===== src/rtl/afe_serial_pkg.sv =====
package afe_serial_pkg;

  localparam int FRAME_BITS = 10;
  localparam int DATA_BITS  = 8;
  localparam int NUM_REGS   = 5;
  localparam int ADDR_BITS  = 4;
  localparam int THR_BITS   = 5;
  localparam int SNAP_BITS  = NUM_REGS * DATA_BITS;
  localparam int CNT_W      = $clog2(FRAME_BITS + 2);

  localparam int IDX_RANGE = 0;
  localparam int IDX_GAIN  = 1;
  localparam int IDX_THR_A = 2;
  localparam int IDX_THR_B = 3;
  localparam int IDX_CTRL  = 4;

  typedef enum logic [1:0] {
    HDR_ADDR = 2'b00,
    HDR_DATA = 2'b01,
    HDR_READ = 2'b10,
    HDR_NONE = 2'b11
  } hdr_e;

  function automatic logic [DATA_BITS-1:0] reset_value(input int idx);
    return (idx == IDX_CTRL) ? 8'hBF : 8'hFF;
  endfunction

  function automatic logic [1:0] range_decode(input logic [1:0] code);
    return (code == 2'd3) ? 2'd2 : code;
  endfunction

endpackage


===== src/rtl/afe_pin_sync.sv =====
module afe_pin_sync #(
  parameter int           N       = 3,
  parameter int           STAGES  = 2,
  parameter logic [N-1:0] RST_VAL = '0
) (
  input  logic         clk_i,
  input  logic         rst_ni,
  input  logic [N-1:0] pin_i,
  output logic [N-1:0] lvl_o,
  output logic [N-1:0] rise_o,
  output logic [N-1:0] fall_o
);

  for (genvar g = 0; g < N; g++) begin : g_pin
    logic [STAGES-1:0] chain_q;
    logic              prev_q;

    always_ff @(posedge clk_i or negedge rst_ni) begin
      if (!rst_ni) begin
        chain_q <= {STAGES{RST_VAL[g]}};
        prev_q  <= RST_VAL[g];
      end else begin
        chain_q <= {chain_q[STAGES-2:0], pin_i[g]};
        prev_q  <= chain_q[STAGES-1];
      end
    end

    assign lvl_o[g]  = chain_q[STAGES-1];
    assign rise_o[g] = chain_q[STAGES-1] & ~prev_q;
    assign fall_o[g] = ~chain_q[STAGES-1] & prev_q;
  end

endmodule


===== src/rtl/afe_frame_engine.sv =====
module afe_frame_engine
  import afe_serial_pkg::*;
(
  input  logic                 clk_i,
  input  logic                 rst_ni,
  input  logic                 sclk_rise_i,
  input  logic                 csn_lvl_i,
  input  logic                 csn_rise_i,
  input  logic                 csn_fall_i,
  input  logic                 dio_lvl_i,
  input  logic [SNAP_BITS-1:0] snap_i,
  output logic                 frame_ok_o,
  output hdr_e                 hdr_o,
  output logic [DATA_BITS-1:0] payload_o,
  output logic                 dout_o,
  output logic                 doe_o
);

  logic [FRAME_BITS-1:0] shreg_q;
  logic [CNT_W-1:0]      cnt_q;
  logic                  rd_active_q;
  logic [SNAP_BITS-1:0]  rd_buf_q;
  logic                  bit_take_w;
  logic                  read_start_w;

  assign bit_take_w   = sclk_rise_i & ~csn_lvl_i;
  assign read_start_w = bit_take_w & ~rd_active_q & (cnt_q == CNT_W'(1))
                        & shreg_q[0] & ~dio_lvl_i;

  always_ff @(posedge clk_i or negedge rst_ni) begin
    if (!rst_ni) begin
      shreg_q     <= '0;
      cnt_q       <= '0;
      rd_active_q <= 1'b0;
      rd_buf_q    <= '0;
    end else begin
      if (csn_fall_i) begin
        shreg_q     <= '0;
        cnt_q       <= '0;
        rd_active_q <= 1'b0;
      end else if (bit_take_w) begin
        shreg_q <= {shreg_q[FRAME_BITS-2:0], dio_lvl_i};
        if (cnt_q != '1) cnt_q <= cnt_q + CNT_W'(1);
        if (rd_active_q) begin
          rd_buf_q <= {rd_buf_q[SNAP_BITS-2:0], 1'b0};
        end else if (read_start_w) begin
          rd_active_q <= 1'b1;
          rd_buf_q    <= snap_i;
        end
      end
      if (csn_rise_i) rd_active_q <= 1'b0;
    end
  end

  assign frame_ok_o = csn_rise_i & (cnt_q == CNT_W'(FRAME_BITS));
  assign hdr_o      = hdr_e'(shreg_q[FRAME_BITS-1 -: 2]);
  assign payload_o  = shreg_q[DATA_BITS-1:0];
  assign dout_o     = rd_buf_q[SNAP_BITS-1];
  assign doe_o      = rd_active_q;

  AST_OE_DROPS_AT_END: assert property (@(posedge clk_i) disable iff (!rst_ni)
    csn_rise_i |=> !doe_o);
  AST_OE_OFF_AT_START: assert property (@(posedge clk_i) disable iff (!rst_ni)
    csn_fall_i |=> !doe_o);
  AST_OE_INSIDE_FRAME: assert property (@(posedge clk_i) disable iff (!rst_ni)
    doe_o |-> (!csn_lvl_i || csn_rise_i));

endmodule


===== src/rtl/afe_reg_bank.sv =====
module afe_reg_bank
  import afe_serial_pkg::*;
(
  input  logic                 clk_i,
  input  logic                 rst_ni,
  input  logic                 frame_ok_i,
  input  hdr_e                 hdr_i,
  input  logic [DATA_BITS-1:0] payload_i,
  output logic [SNAP_BITS-1:0] snap_o
);

  logic [ADDR_BITS-1:0] addr_q;
  logic [NUM_REGS-1:0]  wr_hit_w;
  logic                 data_frame_w;

  assign data_frame_w = frame_ok_i & (hdr_i == HDR_DATA);

  always_ff @(posedge clk_i or negedge rst_ni) begin
    if (!rst_ni) addr_q <= '0;
    else if (frame_ok_i && hdr_i == HDR_ADDR) addr_q <= payload_i[ADDR_BITS-1:0];
  end

  for (genvar i = 0; i < NUM_REGS; i++) begin : g_reg
    logic [DATA_BITS-1:0] val_q;
    assign wr_hit_w[i] = data_frame_w & (addr_q == ADDR_BITS'(i));
    always_ff @(posedge clk_i or negedge rst_ni) begin
      if (!rst_ni)          val_q <= reset_value(i);
      else if (wr_hit_w[i]) val_q <= payload_i;
    end
    assign snap_o[(NUM_REGS-1-i)*DATA_BITS +: DATA_BITS] = val_q;
  end

  AST_ONE_WRITE: assert property (@(posedge clk_i) disable iff (!rst_ni)
    $onehot0(wr_hit_w));
  AST_HOLD_WITHOUT_WRITE: assert property (@(posedge clk_i) disable iff (!rst_ni)
    !data_frame_w |=> $stable(snap_o));
  AST_BAD_ADDR_IGNORED: assert property (@(posedge clk_i) disable iff (!rst_ni)
    (data_frame_w && addr_q >= ADDR_BITS'(NUM_REGS)) |=> $stable(snap_o));

endmodule


===== src/rtl/afe_serial_regs.sv =====
module afe_serial_regs
  import afe_serial_pkg::*;
#(
  parameter int SYNC_STAGES = 2
) (
  input  logic       clk_i,
  input  logic       rst_ni,
  input  logic       sclk_i,
  input  logic       csn_i,
  input  logic       dio_i,
  output logic       dio_o,
  output logic       dio_oe_o,
  output logic [1:0] ti_range_o,
  output logic [7:0] gain_code_o,
  output logic       thr_sel_o,
  output logic [4:0] thr_code_o,
  output logic [1:0] gfa_o,
  output logic       comp_dis_o,
  output logic       standby_o
);

  localparam int PIN_SCLK = 0;
  localparam int PIN_CSN  = 1;
  localparam int PIN_DIO  = 2;

  logic [2:0] lvl_w, rise_w, fall_w;
  logic                 frame_ok_w;
  hdr_e                 hdr_w;
  logic [DATA_BITS-1:0] payload_w;
  logic [SNAP_BITS-1:0] snap_w;
  logic                 thr_sel_q;

  afe_pin_sync #(.N(3), .STAGES(SYNC_STAGES), .RST_VAL(3'b110)) u_sync (
    .clk_i  (clk_i),
    .rst_ni (rst_ni),
    .pin_i  ({dio_i, csn_i, sclk_i}),
    .lvl_o  (lvl_w),
    .rise_o (rise_w),
    .fall_o (fall_w)
  );

  afe_frame_engine u_frame (
    .clk_i       (clk_i),
    .rst_ni      (rst_ni),
    .sclk_rise_i (rise_w[PIN_SCLK]),
    .csn_lvl_i   (lvl_w[PIN_CSN]),
    .csn_rise_i  (rise_w[PIN_CSN]),
    .csn_fall_i  (fall_w[PIN_CSN]),
    .dio_lvl_i   (lvl_w[PIN_DIO]),
    .snap_i      (snap_w),
    .frame_ok_o  (frame_ok_w),
    .hdr_o       (hdr_w),
    .payload_o   (payload_w),
    .dout_o      (dio_o),
    .doe_o       (dio_oe_o)
  );

  afe_reg_bank u_bank (
    .clk_i      (clk_i),
    .rst_ni     (rst_ni),
    .frame_ok_i (frame_ok_w),
    .hdr_i      (hdr_w),
    .payload_i  (payload_w),
    .snap_o     (snap_w)
  );

  function automatic logic [DATA_BITS-1:0] entry(input logic [SNAP_BITS-1:0] s, input int idx);
    return s[(NUM_REGS-1-idx)*DATA_BITS +: DATA_BITS];
  endfunction

  always_ff @(posedge clk_i or negedge rst_ni) begin
    if (!rst_ni)             thr_sel_q <= 1'b1;
    else if (lvl_w[PIN_CSN]) thr_sel_q <= lvl_w[PIN_DIO];
  end

  logic [DATA_BITS-1:0] ctrl_w;
  assign ctrl_w      = entry(snap_w, IDX_CTRL);
  assign ti_range_o  = range_decode(entry(snap_w, IDX_RANGE)[1:0]);
  assign gain_code_o = entry(snap_w, IDX_GAIN);
  assign thr_sel_o   = thr_sel_q;
  assign thr_code_o  = thr_sel_q ? entry(snap_w, IDX_THR_A)[THR_BITS-1:0]
                                 : entry(snap_w, IDX_THR_B)[THR_BITS-1:0];
  assign gfa_o       = ctrl_w[1:0];
  assign comp_dis_o  = ctrl_w[7];
  assign standby_o   = ctrl_w[6] | (lvl_w[PIN_CSN] & lvl_w[PIN_SCLK]);

  AST_THR_HELD_IN_FRAME: assert property (@(posedge clk_i) disable iff (!rst_ni)
    (!lvl_w[PIN_CSN] && $past(!lvl_w[PIN_CSN])) |-> $stable(thr_sel_o));
  AST_RANGE_LEGAL: assert property (@(posedge clk_i) disable iff (!rst_ni)
    ti_range_o != 2'd3);

endmodule


===== config.mk =====
export PLATFORM = sky130hd
export DESIGN_NAME = afe_serial_regs
export DESIGN_NICKNAME = d
export VERILOG_FILES = /design/src/rtl/afe_serial_pkg.sv /design/src/rtl/afe_pin_sync.sv /design/src/rtl/afe_frame_engine.sv /design/src/rtl/afe_reg_bank.sv /design/src/rtl/afe_serial_regs.sv
export SDC_FILE = /design/constraint.sdc
export NUM_CORES = 1
export LEC_CHECK = 0
export CAP_MARGIN = 15
export CORE_ASPECT_RATIO = 0.6
export CORE_MARGIN = 10
export CORE_UTILIZATION = 50
export DETAILED_ROUTE_END_ITERATION = 8
export PLACE_DENSITY = 0.79
export SYNTH_ARGS = -nofsm -noshare
export SYNTH_HDL_FRONTEND = slang
export SYNTH_SLANG_ARGS = --single-unit

===== constraint.sdc =====
create_clock -name clk_i -period 6.51 [get_ports clk_i]
set_clock_uncertainty 0.2 [all_clocks]
set_input_delay 0.9765 -clock clk_i [delete_from_list [all_inputs] [get_ports clk_i]]
set_output_delay 0.9765 -clock clk_i [all_outputs]
set_load 0.02 [all_outputs]

==> reports/metrics.yaml, run 1 <==
cts:
  clkTransAtPathRegs_ns: 0.07
  ctsResizeCount: 0
  clk-insertion-delay-late_ns: 0.36
  cts_max_level: 3
  cts_setup_buffers: 0
  clock_path_buffers: 2
  cts_tree: "yes"
  cts_buffers: 9
  clock-sinks: 108
  cts_root_buf: "clkbuf_16"
  holdBufCountCts: 0
final_layout:
  drive_above_1_share_pct: 30.1
  fill_cells: 774
  syn_to_final_growth_pct: 11.9
  final_area_um2: 5270
  num_antenna_cells: 0
  final_util_pct: 57.3
  instances_no_fill: 539
  fin_nets: 412
run:
  cap_violations: 0
floorplanning:
  dieArea_um2: 13800
  ios: 27
  initial_core_util_pct: 51.3
  design.core.area_um2: 9190
  floorplan.rows: 27
  die_w_um: 145
  die_h_um: 95.2
power:
  leakage_nw: 2.11
  vdd_drop_max_v: 0.000129
  p_per_area_nw_per_um2: 237
sta:
  fmax_mhz: 320
  slew_headroom_pct: 30.3
  hold_viol_final: 0
  grt_setup_unrepaired: "no"
  tightest_slew_ns: 1.04
  fin_crit_sh_pct: 48.0
  slew_violations: 0
  period_minus_slack_ns: 3.13
  setup_viol: 0
  fin_tns_setup_ns: 0
setup_path:
  cp_slowest_cell: "dfstp_2"
  r2r.worst_path.cells: 7
  cp_slowest_stage_delay_ns: 0.68
  cp-start-kind: "register"
  rr_startpoint: "u_frame.cnt_q[1]"
  arrival_ns: 1.95
  r2r_slack_ns: 3.84
  endpoint_kind: "output port"
  path_cells: "mux2_2 > clkdlybuf4s50_1"
  path_max_fanout: 7
  path_class: "register to output port"
  rr_endpoint: "u_frame.rd_buf_q[20]"
  cp.required_ns: 5.33
synth:
  synth_enable_flop_cells: 0
  synthDominantCellAreaShare_pct: 33.5
  ys_warn_count: 0
  synth_area_um2: 4710
  ys_types: 37
  ys_seq_area_share_pct: 58.6
  synth_area_leaders: "dfrtp_1 (33%), dfstp_2 (25%), mux2_2 (12%), o22ai_1 (10%), a21oi_1 (5.1%)"
  syn-num-nets: 406
  async_reset_ff_share_pct: 100
  synth_seq_cells: 108
  synth_top_area_cell: "dfrtp_1"
  synthFlopType: "dfrtp_1"
  synth_cells: 398
  syn_area_per_cell_um2: 11.8
detailed_routing:
  vias_per_cell: 6.04
  wire_per_inst_um: 19.7
  route.detailed.drc: 0
  ant_nets: 0
  wl_um: 10600
  drt_iter0_drc: 265
  first_pass_iters: 4
  vias: 3258
global_routing:
  grt_pass1_vias: 3301
  grt_antenna_before_repair: 0
  grtUsageTotal_pct: 15.7
  grt_max_degree: 85
  grt-ovfl-total: 0
  grt_pass1_wl_um: 17500
run_status:
  status: "completed"
place:
  place_area_um2: 4990
  gp_congestion: 0.802
  port_buffers: 26
  dp_cells: 523
  dp_hpwl_um: 6810
hold_path:
  whs_endpoint: "u_sync.g_pin[2].chain_q[1]"
  hp-class: "register to register"
  hp-start: "u_sync.g_pin[2].chain_q[0]"
  worstHoldPathCells: 0
placed cells by master (no fill, tap or decap), types with 3 or more instances in the layout:
cell	count
dfrtp_1	63
nor2b_1	3
o22ai_1	77
dfstp_2	45
ha_1	3
buf_4	8
nand2_1	22
inv_1	7
o21ai_0	3
clkbuf_16	9
clkdlybuf4s50_1	25
nand3_1	3
a21oi_1	48
mux2_2	49
nor2_1	9
cell families (layout without fill, tap and decap cells):
group           Yosys count  count (layout)  synth area share, %
compound gates          132             132                 16.3
flops                   108             108                 58.6
simple gates             57              57                 7.20
mux                      50              50                 12.0
buf+inv                  45              56                 4.60
fa+ha+maj                 3               3                0.797
xor+xnor                  3               3                0.558
state kept, by name, indices dropped and copies added (netlist names):
name                  cells
u_bank.addr_q             4
u_sync.g_pin.chain_q      6
u_frame.cnt_q             4
u_sync.g_pin.prev_q       2
u_frame.doe_o             1
u_bank.g.val_q           40
thr_sel_o                 1
u_frame.rd_buf_q         40
u_frame.shreg_q          10
cell usage after synthesis (3+ instances only):
library cell,n
buf_2,5
clkbuf_1,22
o21ai_0,3
nor2_1,9
nor2b_1,3
dfrtp_1,63
nand2_1,22
nand3_1,3
buf_4,11
dfstp_2,45
inv_1,7
ha_1,3
a21oi_1,48
mux2_2,49
o22ai_1,77
critical path, delay by kind of cell (launching register included):
family	cells	cell delay [ns]
muxes	1	0.38
buffers and inverters	1	0.54
DFF	1	0.68
per-layer routing:
layer	wire length, µm	global-route usage, %
met1	5120	22.1
met2	4650	23.1
met3	721	4.73
met4	110	4.44
met5	0	0
stage by stage:
step           total power, W  hold slack, ns  setup slack (ns)
2_1_floorplan        0.000723           0.131              4.12
3_3_place_gp         0.000747           0.141              3.75
3_5_place_dp         0.000748           0.147              3.74
4_1_cts               0.00126           0.157              3.36
5_1_grt               0.00130           0.163              3.33
6_report              0.00125           0.157              3.38
worst max-delay path by stage:
stage / start / slack [ns] / endpoint / cells after the start
detailed placement: thr_sel_o / 3.74 / thr_code_o[1] / 2
finish: thr_sel_o / 3.38 / thr_code_o[4] / 2
global route: thr_sel_o / 3.33 / thr_code_o[1] / 2
CTS: thr_sel_o / 3.36 / thr_code_o[4] / 2
global placement: thr_sel_o / 3.75 / thr_code_o[1] / 2
floorplan: thr_sel_o / 4.12 / thr_code_o[0] / 2
power by group:
| group | switching [W] | leakage, nW | internal (W) |
|---|---|---|---|
| Clock | 0.000248 | 0.133 | 0.000263 |
| Sequential | 0.0000116 | 1.34 | 0.000680 |
| Combinational | 0.0000280 | 0.643 | 0.0000160 |
| Total | 0.000288 | 2.11 | 0.000959 |
area by class of cell:
type	instances	area (µm²)	share of cell area, %
inverters	7	26.3	0.499
multi-input cells	245	1730	32.9
well taps	130	163	3.09
flip-flops and latches	108	2760	52.4
repair buffers	33	310	5.89
clock inverters	6	47.5	0.902
clock buffers	10	229	4.35
Note: power is estimated with default switching activity, not from simulation.
==> run 2: changes to the inputs <==
Clock period 6.51 ns to 3.2 ns, I/O delays scaled along.
==> reports/metrics.yaml, run 2 (synthesis gave the netlist of run 1 again) <==
sta:
  hold_viol_final: 0  # unchanged
  fmax_mhz: 387
  fin_hold_ws_ns: 0.158  # was 0.157 ns
  fin_tns_setup_ns: 0  # unchanged
  period_minus_slack_ns: 2.58
  slew_headroom_pct: 44.4  # was 30.3%
  grt_setup_unrepaired: "no"  # unchanged
  tightest_slew_ns: 0.833  # was 1.04 ns
  setup_viol: 0  # unchanged
  fin_crit_sh_pct: 80.7
  slew_violations: 0  # unchanged
detailed_routing:
  top_layer_used: "met4"  # unchanged
  wl_met3_um: 887  # was 721 µm
  drt_iter0_drc: 297  # was 265
  wl_met2_um: 4880  # was 4650 µm
  first_pass_iters: 4  # unchanged
  met1Wirelength_um: 4970  # was 5120 µm
  ant_nets: 0  # unchanged
  route.detailed.drc: 0  # unchanged
  wire_per_inst_um: 20.0  # was 19.7 µm
  vias: 3301  # was 3,258
  vias_per_cell: 6.09  # was 6.04
  wl_um: 10800  # was 10,600 µm
setup_path:
  r2r.worst_path.cells: 4  # was 7
  rr_endpoint: "u_bank.g_reg[2].val_q[5]"  # was u_frame.rd_buf_q[20]
  r2r_slack_ns: 0.78  # was 3.84 ns
  rr_startpoint: "u_sync.g_pin[1].chain_q[1]"  # was u_frame.cnt_q[1]
  arrival_ns: 1.90  # was 1.95 ns
  cp-start-kind: "register"  # unchanged
  cp.required_ns: 2.52  # was 5.33 ns
  path_max_fanout: 7  # unchanged
  endpoint_kind: "output port"  # unchanged
  path_class: "register to output port"  # unchanged
place:
  gp_congestion: 0.811  # was 0.802
  dp_hpwl_um: 6980  # was 6810 µm
  dp_cells: 525  # was 523
  port_buffers: 26  # unchanged
hold_path:
  hp-start: "u_sync.g_pin[2].chain_q[0]"  # unchanged
  worstHoldPathCells: 0  # unchanged
  whs_endpoint: "u_sync.g_pin[2].chain_q[1]"  # unchanged
  hp-class: "register to register"  # unchanged
floorplanning:
  die_w_um: 145  # unchanged
  ios: 27  # unchanged
  floorplan.rows: 27  # unchanged
  dieArea_um2: 13800  # unchanged
  initial_core_util_pct: 51.3  # unchanged
  design.core.area_um2: 9190  # unchanged
  die_h_um: 95.2  # unchanged
power:
  p_per_area_nw_per_um2: 495  # was 237 nW/µm²
  pwr-share-seq_pct: 53.2  # was 55.5%
  power_frac_clock_pct: 43.2  # was 41.0%
  sw_frac_of_total_pct: 22.2  # was 23.1%
  p_int_w: 0.00206  # was 0.000959 W
  p_switching_w: 0.000587  # was 0.000288 W
  vdd_drop_max_v: 0.000269  # was 0.000129 V
  leakage_nw: 2.15  # was 2.11 nW
  power_frac_comb_pct: 3.6  # was 3.5%
cts:
  cts_setup_buffers: 0  # unchanged
  clkTransAtPathRegs_ns: 0.07  # about the same
  clock-sinks: 108  # unchanged
  ctsResizeCount: 0  # unchanged
  cts_root_buf: "clkbuf_16"  # unchanged
  holdBufCountCts: 1  # was 0
  cts_tree: "yes"  # unchanged
  cts_buffers: 9  # unchanged
  clock_path_buffers: 2  # unchanged
  cts_max_level: 3  # unchanged
  clk-insertion-delay-late_ns: 0.35  # was 0.36 ns
final_layout:
  reg.largest.list: "u_bank.g.val_q x40, u_frame.rd_buf_q x40, u_frame.shreg_q x10"  # unchanged
  final_cell_mix: "o22ai_1 (77), dfrtp_1 (63), mux2_2 (49)"  # unchanged
  syn_to_final_growth_pct: 13.4  # was 11.9%
  fin_nets: 415  # was 412
  num_antenna_cells: 0  # unchanged
  instances_no_fill: 542  # was 539
  drive_above_1_share_pct: 30.6  # was 30.1%
  layout_commonest_cell: "o22ai_1"  # unchanged
  fill_cells: 743  # was 774
global_routing:
  grt_pass1_wl_um: 18000  # was 17,500 µm
  grtUsageTotal_pct: 16.2  # was 15.7%
  grt_antenna_before_repair: 0  # unchanged
  grt_max_degree: 60  # was 85
  grt_pass1_vias: 3363  # was 3,301
  grt-ovfl-total: 0  # unchanged
run_status:
  status: "completed"  # unchanged
run:
  cap_violations: 0  # unchanged
## run 2: changes by cell type in the layout (fill, tap and decap cells not counted), sizes merged
cell	previous run	this run
inv	9	8
buf	8	10
dlygate4sd3	0	1
bufinv	0	1
## run 2: cell type report
| cell class | instances | area [µm²] | area share (%) |
|---|---|---|---|
| Tap cell | 130 | 163 | 3.05 |
| Timing Repair Buffer | 36 | 348 | 6.51 |
| Clock buffer | 10 | 239 | 4.47 |
| Inverter | 7 | 26.3 | 0.492 |
| Clock inverter | 6 | 72.6 | 1.36 |
| Multi-Input combinational cell | 245 | 1730 | 32.5 |
| Sequential cell | 108 | 2760 | 51.7 |
## run 2: metrics by stage
stage	util (%)	power, W	worst slack (ns)	cell area (µm²)
4_1_cts	58.1	0.00266	0.601	5340
3_5_place_dp	54.6	0.00152	0.799	5020
6_report	58.1	0.00264	0.616	5340
5_1_grt	58.1	0.00274	0.570	5340
2_1_floorplan	-	0.00147	1.01	4710
3_3_place_gp	54.6	0.00152	0.849	5020
## run 2: power by group through the flow
stage | logic [W] | clock network, W | registers, W
global route | 0.000108 | 0.00123 | 0.00141
global placement | 0.0000926 | 0 | 0.00143
floorplan | 0.0000506 | 0 | 0.00142
detailed placement | 0.0000959 | 0 | 0.00143
finish | 0.0000951 | 0.00114 | 0.00140
CTS | 0.0000977 | 0.00116 | 0.00140
## run 2: worst max path at each step
stage / from / end / slack, ns
floorplan: u_sync.g_pin[1].chain_q[1] / u_bank.g_reg[2].val_q[1] / 1.01
global placement: u_sync.g_pin[1].chain_q[1] / u_bank.g_reg[2].val_q[7] / 0.85
detailed placement: u_sync.g_pin[1].chain_q[1] / u_bank.g_reg[3].val_q[6] / 0.80
CTS: thr_sel_o / thr_code_o[4] / 0.60
global route: thr_sel_o / thr_code_o[4] / 0.57
finish: thr_sel_o / thr_code_o[0] / 0.62
## run 2: metal layers
layer / track usage (%) / up-vias
li1: - / 1489
met1: 21.2 / 1677
met2: 25.2 / 126
met3: 5.34 / 9
met4: 5.19 / 0
met5: 0 / -
## run 2: critical path: stages, from the launching register on
cell and delay [ns]:
dfstp_2 0.64, mux2_2 0.37, clkdlybuf4s50_1 0.54
==> run 3: changes to the inputs <==
Clock period 3.2 ns to 2.6 ns, I/O delays scaled along.
==> reports/metrics.yaml, run 3 (synthesis gave the netlist of run 1 again) <==
sta:
  slew_headroom_pct: 52.4  # was 44.4%
  tightest_slew_ns: 0.712  # was 0.833 ns
  fmax_mhz: 402
  hold_viol_final: 0  # unchanged
  setup_viol: 0  # unchanged
  period_minus_slack_ns: 2.49
  slew_violations: 0  # unchanged
  fin_crit_sh_pct: 95.7
  fin_tns_setup_ns: 0  # unchanged
  grt_setup_unrepaired: "no"  # unchanged
cts:
  cts_setup_buffers: 0  # unchanged
  ctsResizeCount: 0  # unchanged
  clk-insertion-delay-late_ns: 0.36  # was 0.35 ns
  cts_max_level: 3  # unchanged
  cts_buffers: 9  # unchanged
  holdBufCountCts: 1  # unchanged
  clock-sinks: 108  # unchanged
  clock_path_buffers: 2  # unchanged
  clkTransAtPathRegs_ns: 0.07  # about the same
  cts_tree: "yes"  # unchanged
  cts_root_buf: "clkbuf_16"  # unchanged
floorplanning:
  ios: 27  # unchanged
  die_w_um: 145  # unchanged
  dieArea_um2: 13800  # unchanged
  design.core.area_um2: 9190  # unchanged
  initial_core_util_pct: 51.3  # unchanged
  floorplan.rows: 27  # unchanged
  die_h_um: 95.2  # unchanged
detailed_routing:
  vias: 3313  # was 3,301
  drt_iter0_drc: 338  # was 297
  vias_per_cell: 6.08  # was 6.09
  top_layer_used: "met4"  # unchanged
  met1Wirelength_um: 5150  # was 4970 µm
  route.detailed.drc: 0  # unchanged
  wl_um: 10800  # about the same
  wl_met3_um: 714  # was 887 µm
  ant_nets: 0  # unchanged
  wl_met2_um: 4850  # was 4880 µm
  wire_per_inst_um: 19.8  # was 20.0 µm
  first_pass_iters: 5  # was 4
global_routing:
  grt_pass1_vias: 3426  # was 3,363
  grt_antenna_before_repair: 0  # unchanged
  grt-ovfl-total: 0  # unchanged
  grt_pass1_wl_um: 18400  # was 18,000 µm
  grtUsageTotal_pct: 16.4  # was 16.2%
  grt_max_degree: 52  # was 60
setup_path:
  path_max_fanout: 7  # unchanged
  cp-start-kind: "register"  # unchanged
  path_class: "register to output port"  # unchanged
  endpoint_kind: "output port"  # unchanged
  cp.required_ns: 2.01  # was 2.52 ns
  arrival_ns: 1.90  # about the same
power:
  leakage_nw: 2.16  # was 2.15 nW
  p_total_w: 0.00317  # was 0.00264 W
  p_per_area_nw_per_um2: 592  # was 495 nW/µm²
  vdd_drop_max_v: 0.000473  # was 0.000269 V
final_layout:
  final_area_um2: 5350  # was 5340 µm²
  fin_nets: 418  # was 415
  instances_no_fill: 545  # was 542
  reg.largest.list: "u_bank.g.val_q x40, u_frame.rd_buf_q x40, u_frame.shreg_q x10"  # unchanged
  final_cell_mix: "o22ai_1 (77), dfrtp_1 (63), mux2_2 (49)"  # unchanged
  layout_commonest_cell: "o22ai_1"  # unchanged
  syn_to_final_growth_pct: 13.6  # was 13.4%
  drive_above_1_share_pct: 31.1  # was 30.6%
  fill_cells: 752  # was 743
  num_antenna_cells: 0  # unchanged
  final_util_pct: 58.2  # was 58.1%
place:
  dp_hpwl_um: 6930  # was 6980 µm
  dp_cells: 528  # was 525
  port_buffers: 26  # unchanged
  place_area_um2: 5050  # was 5020 µm²
  gp_congestion: 0.799  # was 0.811
hold_path:
  hp-class: "register to register"  # unchanged
run_status:
  status: "completed"  # unchanged
run:
  cap_violations: 0  # unchanged
run 3: cell types whose count changed in the layout (fill, tap and decap cells not counted):
| cell | before | now |
|---|---|---|
| clkinv_2 | 0 | 1 |
| inv_6 | 1 | 2 |
| buf_12 | 1 | 2 |
| bufinv_16 | 1 | 0 |
| clkinvlp_4 | 1 | 2 |
| clkinv_4 | 3 | 1 |
| buf_4 | 9 | 11 |
run 3: path summary, 6_finish.rpt:
path	startpoint	to	slack, ns	depth (start not counted)
worst max register to register	u_frame.cnt_q[0]	u_bank.g_reg[2].val_q[5]	0.21	6
max in group asynchronous	rst_ni	u_sync.g_pin[1].prev_q	1.14	3
worst min-delay path	u_sync.g_pin[0].chain_q[0]	u_sync.g_pin[0].chain_q[1]	0.15	0
worst max-delay path	thr_sel_o	thr_code_o[3]	0.11	2
min in group asynchronous	rst_ni	u_frame.rd_buf_q[33]	0.34	2
worst min register to register	u_sync.g_pin[0].chain_q[0]	u_sync.g_pin[0].chain_q[1]	0.15	0
run 3: worst max-delay path, cell delays in order (launching register included):
cell and delay [ns]:
dfstp_2 0.65, mux2_2 0.36, clkdlybuf4s50_1 0.54
run 3: per-layer routing:
layer,up-vias,track usage [%]
met3,15,5.11
met2,113,24.5
met4,0,3.94
li1,1495,-
met5,-,0
met1,1690,22.9
run 3: metrics by stage:
step	hold WS, ns	worst slack, ns
finish	0.153	0.112
detailed placement	0.142	0.217
global placement	0.138	0.332
CTS	0.158	0.0980
floorplan	-0.106	0.406
global route	0.159	0.0708
run 3: final cells by class:
cell class	count	area (µm²)	area share, %
Clock buffer	10	239	4.47
Clock inverter	6	46.3	0.865
Inverter	7	26.3	0.491
Multi-Input combinational cell	245	1730	32.4
Sequential cell	108	2760	51.6
Tap cell	130	163	3.04
Timing Repair Buffer	39	383	7.16
run 3: power by group:
| part | leakage [nW] | switching (W) | total (W) | internal [W] |
|---|---|---|---|---|
| registers | 1.34 | 0.0000273 | 0.00173 | 0.00170 |
| clock network | 0.135 | 0.000630 | 0.00131 | 0.000683 |
| logic | 0.684 | 0.0000743 | 0.000123 | 0.0000483 |
